--- src/rtl/cardline_pkg.sv ---
package cardline_pkg;
  // Per-line view after synchronization: level plus single-cycle edges.
  typedef struct packed {
    logic lvl;
    logic rise;
    logic fall;
  } line_ev_t;

  localparam int unsigned NUM_LINES = 3;
  localparam int unsigned IDX_RST   = 0;
  localparam int unsigned IDX_CLK   = 1;
  localparam int unsigned IDX_IO    = 2;
endpackage

--- src/rtl/cardline_sync.sv ---
module cardline_sync
  import cardline_pkg::*;
#(
  parameter int unsigned STAGES = 2
) (
  input  logic     clk,
  input  logic     rst,
  input  logic     din,
  output line_ev_t ev
);
  // STAGES flops for metastability, plus one for the previous sample.
  logic [STAGES:0] shr;

  always_ff @(posedge clk) begin
    if (rst) shr <= '0;
    else     shr <= {shr[STAGES-1:0], din};
  end

  always_comb begin
    ev.lvl  = shr[STAGES-1];
    ev.rise = shr[STAGES-1] & ~shr[STAGES];
    ev.fall = ~shr[STAGES-1] & shr[STAGES];
  end
endmodule

--- src/rtl/cardline_rst_class.sv ---
module cardline_rst_class
  import cardline_pkg::*;
(
  input  logic     clk,
  input  logic     rst,
  input  line_ev_t rl,
  input  line_ev_t cl,
  output logic     rst_evt_o,
  output logic     intr_evt_o
);
  logic seen_rise, seen_pulse;

  always_ff @(posedge clk) begin
    if (rst) begin
      seen_rise  <= 1'b0;
      seen_pulse <= 1'b0;
      rst_evt_o  <= 1'b0;
      intr_evt_o <= 1'b0;
    end else begin
      rst_evt_o  <= 1'b0;
      intr_evt_o <= 1'b0;
      if (rl.rise) begin
        seen_rise  <= 1'b0;
        seen_pulse <= 1'b0;
      end else if (rl.lvl) begin
        if (cl.rise) seen_rise <= 1'b1;
        if (cl.fall && seen_rise) seen_pulse <= 1'b1;
      end
      if (rl.fall) begin
        rst_evt_o  <= seen_pulse;
        intr_evt_o <= ~seen_pulse;
        seen_rise  <= 1'b0;
        seen_pulse <= 1'b0;
      end
    end
  end


  rst_kind_after_fall_chk: assert property (@(posedge clk) disable iff (rst)
    (rst_evt_o || intr_evt_o) |-> $past(rl.fall));


  no_pulse_no_reset_chk: assert property (@(posedge clk) disable iff (rst)
    (rl.fall && !seen_pulse) |=> !rst_evt_o);
endmodule

--- src/rtl/cardline_bits.sv ---
module cardline_bits
  import cardline_pkg::*;
#(
  parameter int unsigned W = 8
) (
  input  logic         clk,
  input  logic         rst,
  input  line_ev_t     rl,
  input  line_ev_t     cl,
  input  line_ev_t     il,
  input  logic         busy,
  output logic         start_o,
  output logic         stop_o,
  output logic         bit_vld_o,
  output logic         bit_val_o,
  output logic         byte_vld_o,
  output logic [W-1:0] byte_o
);
  localparam int unsigned CW = (W > 1) ? $clog2(W) : 1;
  localparam logic [CW-1:0] LAST = CW'(W - 1);

  logic          have_rise, pend;
  logic [CW-1:0] cnt;
  logic [W-1:0]  shreg;
  logic          in_rst, mark_ok, is_start, is_stop;

  always_comb begin
    in_rst   = rl.lvl | rl.fall;
    mark_ok  = ~in_rst & cl.lvl & ~busy;
    is_start = mark_ok & il.fall;
    is_stop  = mark_ok & il.rise;
  end

  always_ff @(posedge clk) begin
    if (rst) begin
      have_rise  <= 1'b0;
      pend       <= 1'b0;
      cnt        <= '0;
      shreg      <= '0;
      start_o    <= 1'b0;
      stop_o     <= 1'b0;
      bit_vld_o  <= 1'b0;
      bit_val_o  <= 1'b0;
      byte_vld_o <= 1'b0;
      byte_o     <= '0;
    end else begin
      start_o    <= 1'b0;
      stop_o     <= 1'b0;
      bit_vld_o  <= 1'b0;
      byte_vld_o <= 1'b0;
      if (in_rst) begin
        have_rise <= 1'b0;
        cnt       <= '0;
      end else if (is_start || is_stop) begin
        start_o   <= is_start;
        stop_o    <= is_stop;
        have_rise <= 1'b0;
        cnt       <= '0;
      end else if (cl.rise) begin
        pend      <= il.lvl;
        have_rise <= 1'b1;
      end else if (cl.fall) begin
        have_rise <= 1'b0;
        if (have_rise) begin
          bit_vld_o <= 1'b1;
          bit_val_o <= pend;
          shreg     <= {pend, shreg[W-1:1]};
          if (cnt == LAST) begin
            byte_vld_o <= 1'b1;
            byte_o     <= {pend, shreg[W-1:1]};
            cnt        <= '0;
          end else begin
            cnt <= cnt + 1'b1;
          end
        end else begin
          cnt <= '0;
        end
      end
    end
  end


  no_bit_in_reset_chk: assert property (@(posedge clk) disable iff (rst)
    rl.lvl |=> !bit_vld_o);


  busy_masks_marks_chk: assert property (@(posedge clk) disable iff (rst)
    busy |=> !(start_o || stop_o));


  byte_last_bit_chk: assert property (@(posedge clk) disable iff (rst)
    byte_vld_o |-> (bit_vld_o && (byte_o[W-1] == bit_val_o)));


  orphan_fall_chk: assert property (@(posedge clk) disable iff (rst)
    (cl.fall && !have_rise) |=> !bit_vld_o);
endmodule

--- src/rtl/cardline_sym_dec.sv ---
module cardline_sym_dec
  import cardline_pkg::*;
#(
  parameter int unsigned BYTE_W      = 8,
  parameter int unsigned SYNC_STAGES = 2
) (
  input  logic              clk,
  input  logic              rst,
  input  logic              line_rst_i,
  input  logic              line_clk_i,
  input  logic              line_io_i,
  input  logic              phase_busy_i,
  output logic              rst_evt_o,
  output logic              intr_evt_o,
  output logic              start_o,
  output logic              stop_o,
  output logic              bit_vld_o,
  output logic              bit_val_o,
  output logic              byte_vld_o,
  output logic [BYTE_W-1:0] byte_o
);
  logic [NUM_LINES-1:0] raw;
  line_ev_t             ev [NUM_LINES];

  assign raw[IDX_RST] = line_rst_i;
  assign raw[IDX_CLK] = line_clk_i;
  assign raw[IDX_IO]  = line_io_i;

  for (genvar g = 0; g < NUM_LINES; g++) begin : g_sync
    cardline_sync #(.STAGES(SYNC_STAGES)) u_sync (
      .clk (clk),
      .rst (rst),
      .din (raw[g]),
      .ev  (ev[g])
    );
  end

  cardline_rst_class u_cls (
    .clk        (clk),
    .rst        (rst),
    .rl         (ev[IDX_RST]),
    .cl         (ev[IDX_CLK]),
    .rst_evt_o  (rst_evt_o),
    .intr_evt_o (intr_evt_o)
  );

  cardline_bits #(.W(BYTE_W)) u_bits (
    .clk        (clk),
    .rst        (rst),
    .rl         (ev[IDX_RST]),
    .cl         (ev[IDX_CLK]),
    .il         (ev[IDX_IO]),
    .busy       (phase_busy_i),
    .start_o    (start_o),
    .stop_o     (stop_o),
    .bit_vld_o  (bit_vld_o),
    .bit_val_o  (bit_val_o),
    .byte_vld_o (byte_vld_o),
    .byte_o     (byte_o)
  );


  one_symbol_chk: assert property (@(posedge clk) disable iff (rst)
    $onehot0({rst_evt_o, intr_evt_o, start_o, stop_o, bit_vld_o}));


  quiet_after_reset_chk: assert property (@(posedge clk)
    $past(rst) |-> !(rst_evt_o || intr_evt_o || start_o || stop_o || bit_vld_o || byte_vld_o));
endmodule

--- config.mk ---
export PLATFORM = sky130hd
export DESIGN_NAME = cardline_sym_dec
export DESIGN_NICKNAME = d
export VERILOG_FILES = /design/src/rtl/cardline_pkg.sv /design/src/rtl/cardline_sync.sv /design/src/rtl/cardline_rst_class.sv /design/src/rtl/cardline_bits.sv /design/src/rtl/cardline_sym_dec.sv
export SDC_FILE = /design/constraint.sdc
export NUM_CORES = 1
export LEC_CHECK = 0
export BUFFER_PORTS_ARGS = -buffer_cell sky130_fd_sc_hd__buf_2
export CAP_MARGIN = 0
export CORE_ASPECT_RATIO = 1.75
export CORE_MARGIN = 2
export CORE_UTILIZATION = 45
export CTS_CLUSTER_SIZE = 30
export DETAILED_ROUTE_END_ITERATION = 6
export GPL_TIMING_DRIVEN = 0
export PLACE_DENSITY = 0.75
export SYNTH_ARGS = -nofsm -noshare
export SYNTH_HDL_FRONTEND = slang
export SYNTH_SLANG_ARGS = --single-unit
--- constraint.sdc ---
create_clock -name clk -period 1.9 [get_ports clk]
set_input_delay 0.19 -clock clk [delete_from_list [all_inputs] [get_ports clk]]
set_output_delay 0.19 -clock clk [all_outputs]
set_load 0.05 [all_outputs]
==> results of run 1 <==
## cell usage in the layout, fill, tap and decap left out
cell       n
dfxtp_1   37
nand2b_1  21
buf_2     21
mux2i_1   17
nor2b_1    7
clkbuf_8   6
a21oi_1    5
ha_1       5
clkbuf_1   4
nand3_1    4
nor2_1     4
inv_1      4
nand2_1    3
xnor2_1    2
buf_6      2
nor3_1     2
nor3b_1    2
and4bb_2   1
o211a_1    1
o21ai_1    1
nor4_1     1
o21ai_2    1
nand4_1    1
nor4b_1    1
nor4bb_1   1
or2b_1     1
o211ai_1   1
## state kept, by name (all words and copies together) (netlist names)
| signal | flops |
|---|---|
| u_cls.seen_pulse | 1 |
| u_bits.bit_vld_o | 1 |
| u_bits.pend | 1 |
| u_bits.shreg | 6 |
| u_cls.seen_rise | 1 |
| u_bits.stop_o | 1 |
| u_bits.byte_o | 8 |
| u_bits.byte_vld_o | 1 |
| g_sync.u_sync.shr | 9 |
| u_cls.rst_evt_o | 1 |
| u_cls.intr_evt_o | 1 |
| u_bits.bit_val_o | 1 |
| u_bits.start_o | 1 |
| u_bits.cnt | 3 |
| u_bits.have_rise | 1 |
## worst min path at each step
stage	from	end	slack [ps]	cells past startpoint
finish	line_rst_i	g_sync[0].u_sync.shr[0]	110	2
floorplan	line_rst_i	g_sync[0].u_sync.shr[0]	320	1
global placement	line_rst_i	g_sync[0].u_sync.shr[0]	400	2
global route	line_clk_i	g_sync[1].u_sync.shr[0]	130	2
detailed placement	line_clk_i	g_sync[1].u_sync.shr[0]	410	2
CTS	line_rst_i	g_sync[0].u_sync.shr[0]	110	2
## area by class of cell
type	count	area (um^2)	area share (%)
sequential	37	741	45.7
multi-input combinational	82	604	37.3
timing repair buffer	20	100	6.18
clock buffer	7	86.3	5.33
buffer	6	38.8	2.39
tap	28	35.0	2.16
inverter	4	15.0	0.927
## cells in the mapped netlist (all sizes together)
cell type   n  area, um^2
buf         3        27.5
or2b        1        7.51
nor4bb      1        10.0
nand3       4        20.0
nand4       1        6.26
inv         4        15.0
nand2b     21         131
nor3        2        10.0
nor4        1        6.26
o21ai       2        13.8
nor2        4        15.0
nor3b       2        15.0
a21oi       5        25.0
nor4b       1        8.76
nor2b       7        43.8
clkbuf      3        11.3
and4bb      1        12.5
xnor2       2        17.5
nand2       3        11.3
ha          5        62.6
o211ai      1        7.51
o211a       1        10.0
mux2i      17         170
dfxtp      37         741
## through the flow
stage          utilization, %  setup slack [ps]  hold slack, ps  area [um^2]
2_1_floorplan               -               516             318         1400
3_3_place_gp             52.4               420             401         1530
3_5_place_dp             52.4               361             411         1530
4_1_cts                  55.3               352             112         1620
5_1_grt                  55.3               248             129         1620
6_report                 55.3               358             114         1620
## cells by family (layout without fill, tap and decap cells)
family                   after synthesis  count (layout)  share of synthesized area, %
multiplexers                          17              17                          12.2
adder cells (fa/ha/maj)                5               5                          4.47
XOR/XNOR                               2               2                          1.25
AO/OA/AOI/OAI                          9               9                          4.02
flip-flops                            37              37                          53.0
buffers and inverters                 10              37                          3.85
AND/OR/NAND/NOR                       49              49                          21.3
## power by group through the flow
stage / clock [W] / combinational, W / sequential (W)
finish: 0.000535 / 0.0000523 / 0.000788
global route: 0.000588 / 0.0000586 / 0.000788
CTS: 0.000552 / 0.0000529 / 0.000788
detailed placement: 0 / 0.0000524 / 0.000806
global placement: 0 / 0.0000514 / 0.000805
floorplan: 0 / 0.0000369 / 0.000806
## metal layers
metal,vias to the layer above,GRT usage [%],part of all wire (%)
li1,484,-,-
met1,458,16.7,38
met2,21,24.9,54
met3,8,6.28,4.7
met4,0,9.71,3.5
met5,-,0,0
==> impl_metrics.tcl, run 1 <==
set metrics [dict create \
    synth_nets 140 \
    root_buffer "clkbuf_8" \
    seqPwrFrac_pct 57.3 \
    worstSetupEndpointType "register" \
    crit_chain "inv_1, ha_1, and4bb_2, o211a_1, buf_6, mux2i_1" \
    path_depth 6 \
    cts_tree "yes" \
    syn2layout_area_growth_pct 15.8 \
    fp.dieH_um 77.8 \
    start_util_pct 47.8 \
    gp_congestion 0.793 \
    fp.dieW_um 46.1 \
    antenna_cells 0 \
    finalCriticalPeriod_ps 1540 \
    cts.sinks 37 \
    antenna_found_initial 0 \
    slew_headroom_pct 67.6 \
    fin_crit_sh_pct 81.1 \
    yosysWarnings 0 \
    hold_class "in -> reg" \
    vias_per_cell 5.28 \
    crit_type "reg -> reg" \
    ys_ff_latch 37 \
    hold_violations 0 \
    p_clk_share_pct 38.9 \
    cts.repair.resized 0 \
    grt-ovfl-total 0 \
    comb_power_share_pct 3.8 \
    critical_path.max_stage_delay_ps 320 \
    cp-startpoint "g_sync[1].u_sync.shr[1]" \
    dp.cells 177 \
    syn-instance-count 129 \
    io_pins 21 \
    grt_pass1_vias 932 \
    clk_latency_ps 280 \
    cp-endpoint "u_bits.byte_o[1]" \
    synth_cell_types 26 \
    drt-initial-drc-count 10 \
    worstPathMaxFanout 8 \
    finalNetCount 167 \
    grt_max_degree 11 \
    finalNonFillerCells 184 \
    finalSetupViolCount 0 \
    cp-start-kind "register" \
    yosysSeqAreaShare_pct 53.0 \
    fin_setup_tns_ps 0 \
    skew_ps 4.60 \
    rrSetupSlack_ps 360 \
    ant_nets 0 \
    p_int_w 0.00110 \
    tightest_slew_ps 486 \
    cp_num_buf_inv 2 \
    rsz0062_at_grt "false" \
    timing.rr.end "u_bits.byte_o[1]" \
    cts_buffers 5 \
    track_usage_pct 15.8 \
    coreArea_um2 2930 \
    drcViolationCount 0 \
    die-area_um2 3590 \
    p_per_area_nw_per_um2 849 \
    cts_buffer_depth 2 \
    vias 971 \
    outcome "finished clean" \
    grt_pass1_wl_um 4100 \
    max_freq_ghz 0.649 \
    routedWlPerCell_um 12.7 \
    firstDrtPassIters 4 \
    cpMaxStageDelayCell "dfxtp_1" \
    hpwl_um 1700 \
    cts_hold_buf 0 \
    irDropWorstVdd_mv 0.727 \
    power_w 0.00138 \
    r2r_cells 6 \
    path_clk_slew_ps 60 \
    postCtsSetupRepairBufs 0 \
    cp.required_ps 2110 \
    swShare_pct 20.3 \
    arrival_ps 1760 \
    critPathTopFamily "flip-flops" \
    wl_um 2340 \
    leakagePower_nw 0.704 \
    maxSlewViolCount 0 \
    switchingPower_w 0.000280 \
    htreeDepth 2 \
    maxCapViolCount 0 \
    r2r-start "g_sync[1].u_sync.shr[1]" \
    synth.avg_cell_area_um2 10.8 \
    drive_gt1_share_pct 19.9 \
    port_buffers 20 \
    num_rows 26 \
    nFillCells 265 \
    synthesis.area_um2 1400 \
]
(Power assumes the default switching activity.)
==> inputs of run 2 (changes only) <==
- ABC_AREA: unset -> 1
- PLACE_DENSITY: 0.75 -> 0.78
- clock period: 1.9 -> 1.3 ns (I/O delays scaled with it)
==> run 2 against run 1 <==
Net effect:
- the flow now finishes with violations (setup timing)
- flip-flop and latch count unchanged
- final area is 12% higher
- power rose by 49%
- sequential share of layout area is 4.4 points lower
==> impl_metrics.tcl, run 2 <==
set metrics [dict create \
    dp.cells 226 \
    drive_gt1_share_pct 34.5 \
    drcViolationCount 0 \
    ys_ff_latch 37 \
    vias 1196 \
    yosys.cell_count.top_type "dfxtp_1" \
    critPathTopFamily "simple AND/OR/NAND/NOR gates" \
    leakagePower_nw 0.733 \
    violations "setup timing" \
    yosysWarnings 0 \
    largest_register_ffs 9 \
    antenna_found_initial 0 \
    htreeDepth 2 \
    p_int_w 0.00161 \
    port_buffers 20 \
    ant_nets 0 \
    p_per_area_nw_per_um2 1130 \
    gp_congestion 0.856 \
    cp.required_ps 1460 \
    maxCapViolCount 0 \
    maxSlewViolCount 0 \
    antenna_cells 0 \
    die-area_um2 3670 \
    start_util_pct 46.1 \
    arrival_ps 1480 \
    cts_buffer_depth 2 \
    cpMaxStageDelayCell "dfxtp_2" \
    fp.dieW_um 46.7 \
    grt_pass1_wl_um 4760 \
    cts_hold_buf 0 \
    layout_common_cells "dfxtp_1 (30), buf_2 (22), a21oi_1 (21)" \
    hpwl_um 1890 \
    fin_crit_sh_pct 102 \
    comb_power_share_pct 5.1 \
    syn2layout_area_growth_pct 27.0 \
    synth_cell_types 23 \
    cp_num_buf_inv 1 \
    syn-instance-count 163 \
    holdPathStages 3 \
    seqPwrFrac_pct 56.3 \
    fp.dieH_um 78.6 \
    finalCriticalPeriod_ps 1320 \
    swShare_pct 21.7 \
    grt-ovfl-total 0 \
    routedWlPerCell_um 11.7 \
    nFillCells 300 \
    synthTopCellsByArea "dfxtp_1 (52%), a21oi_1 (7.7%), nand4_1 (7.0%)" \
    wl_um 2810 \
    irDropWorstVdd_mv 0.956 \
    synth_edf_count 0 \
    vias_per_cell 4.98 \
    drt-initial-drc-count 32 \
    root_buffer "clkbuf_8" \
    synth.avg_cell_area_um2 8.79 \
    p_clk_share_pct 38.6 \
    synth_nets 174 \
    cts.sinks 37 \
    rsz0062_at_grt "true" \
    switchingPower_w 0.000445 \
    num_rows 27 \
    worstPathMaxFanout 8 \
    track_usage_pct 18.3 \
    fin_setup_tns_ps -108 \
    grt_pass1_vias 1124 \
    clk_latency_ps 290 \
    yosysSeqAreaShare_pct 51.7 \
    synth_top_area_share_pct 51.7 \
    finalNetCount 208 \
    outcome "complete, but fails checks" \
    crit_type "reg -> reg" \
    largestRegisters "g_sync.u_sync.shr (9), u_bits.byte_o (8), u_bits.shreg (6)" \
    skew_ps 4.78 \
    hold_violations 0 \
    crit_top_cell "ha_4" \
    cp-start-kind "register" \
    synth_commonest_cells "dfxtp_1 (37), nand2_1 (23), a21oi_1 (22)" \
    async_reset_ff_share_pct 0 \
    hold_class "in -> reg" \
    slew_headroom_pct 70.0 \
    coreArea_um2 3110 \
    grt_max_degree 11 \
    crit_chain "ha_4, ha_4, inv_4, nor2_4, nand3_4, nand2_1, a21oi_1" \
    synth_area_leader_cell "dfxtp_1" \
    setup_ws_ps -22.8 \
    synth_ff_type "dfxtp_1" \
    tightest_slew_ps 451 \
    finalSetupViolCount 8 \
    largest-register "g_sync.u_sync.shr" \
    max_freq_ghz 0.756 \
    path_depth 7 \
    firstDrtPassIters 4 \
    critical_path.max_stage_delay_ps 360 \
    cts_tree "yes" \
    path_clk_slew_ps 60 \
    synthesis.area_um2 1430 \
    r2r_cells 7 \
    finalNonFillerCells 240 \
    worstSetupEndpointType "register" \
    final_common_cell "dfxtp_1" \
    io_pins 21 \
    cts_buffers 5 \
]
run 2: cell count changes after synthesis, sizes merged, moves of 3 or more:
cell,change
nor2,+17
nand3,+4
a21oi,+18
nand2b,-21
buf,+3
nand2,+20
nand4,+15
inv,+13
mux2i,-16
nor2b,-7
run 2: per-stage QoR:
stage	total power, W	utilization, %	hold slack (ps)	instance area, um^2	setup slack, ps
6_report	0.00205	58.5	43.7	1820	-22.8
5_1_grt	0.00213	58.5	51.2	1820	-66.2
4_1_cts	0.00208	56.9	34.5	1770	-6.73
3_5_place_dp	0.00128	51.2	337	1590	-194
3_3_place_gp	0.00127	51.2	330	1590	-184
2_1_floorplan	0.00125	-	237	1440	5.60
run 2: power groups by stage:
stage          combinational, W  clock (W)  sequential (W)
6_report               0.000105   0.000791         0.00116
5_1_grt                0.000119   0.000852         0.00116
4_1_cts                0.000102   0.000817         0.00116
3_5_place_dp          0.0000948          0         0.00118
3_3_place_gp          0.0000927          0         0.00118
2_1_floorplan         0.0000678          0         0.00118
run 2: path summary, 6_finish.rpt:
| kind | from | end | slack (ps) |
|---|---|---|---|
| setup / recovery | u_bits.cnt[1] | u_bits.byte_o[3] | -20 |
| hold / removal | line_clk_i | g_sync[1].u_sync.shr[0] | 40 |
| setup reg to reg | u_bits.cnt[1] | u_bits.byte_o[3] | -20 |
| hold reg to reg | g_sync[0].u_sync.shr[0] | g_sync[0].u_sync.shr[1] | 400 |
run 2: worst register-to-register path, stage by stage, from the launching register on:
cell	delay, ps
dfxtp_2	360
ha_4	150
ha_4	140
inv_4	50
nor2_4	180
nand3_4	160
nand2_1	90
a21oi_1	60
run 2: layout make-up:
cell class	instances	area (um^2)	area share, %
clock buffers	7	86.3	4.75
flip-flops and latches	37	752	41.3
repair buffers	26	143	7.84
multi-input cells	102	653	35.9
well taps	43	53.8	2.96
inverters	18	77.6	4.26
plain buffers	7	53.8	2.96
run 2: cell families (layout without fill, tap and decap cells):
| logic type | count (synthesis) | count (layout) | share of synthesized area, % |
|---|---|---|---|
| and+or+nand+nor | 71 | 72 | 25.8 |
| adders and majority gates | 5 | 5 | 4.37 |
| buffers and inverters | 25 | 58 | 8.30 |
| DFF | 37 | 37 | 51.7 |
| muxes | 1 | 1 | 0.699 |
| AOI/OAI and AO/OA | 24 | 24 | 9.17 |
run 2: timing repair:
item                       CTS  global route
cloned                       2             0
setup buffers                2             3
setup endpoints to repair   15            19
gates resized for setup     16            12
pin swaps                    4             9
hold endpoints to repair     0             0
run 2: routing by layer:
| metal | up-vias | share of wire [%] | global-route usage (%) |
|---|---|---|---|
| met5 | - | 0 | 0 |
| met4 | 0 | 3.5 | 13.1 |
| met3 | 11 | 4.9 | 5.75 |
| met2 | 35 | 56 | 31.1 |
| met1 | 539 | 36 | 17.0 |
| li1 | 611 | - | - |
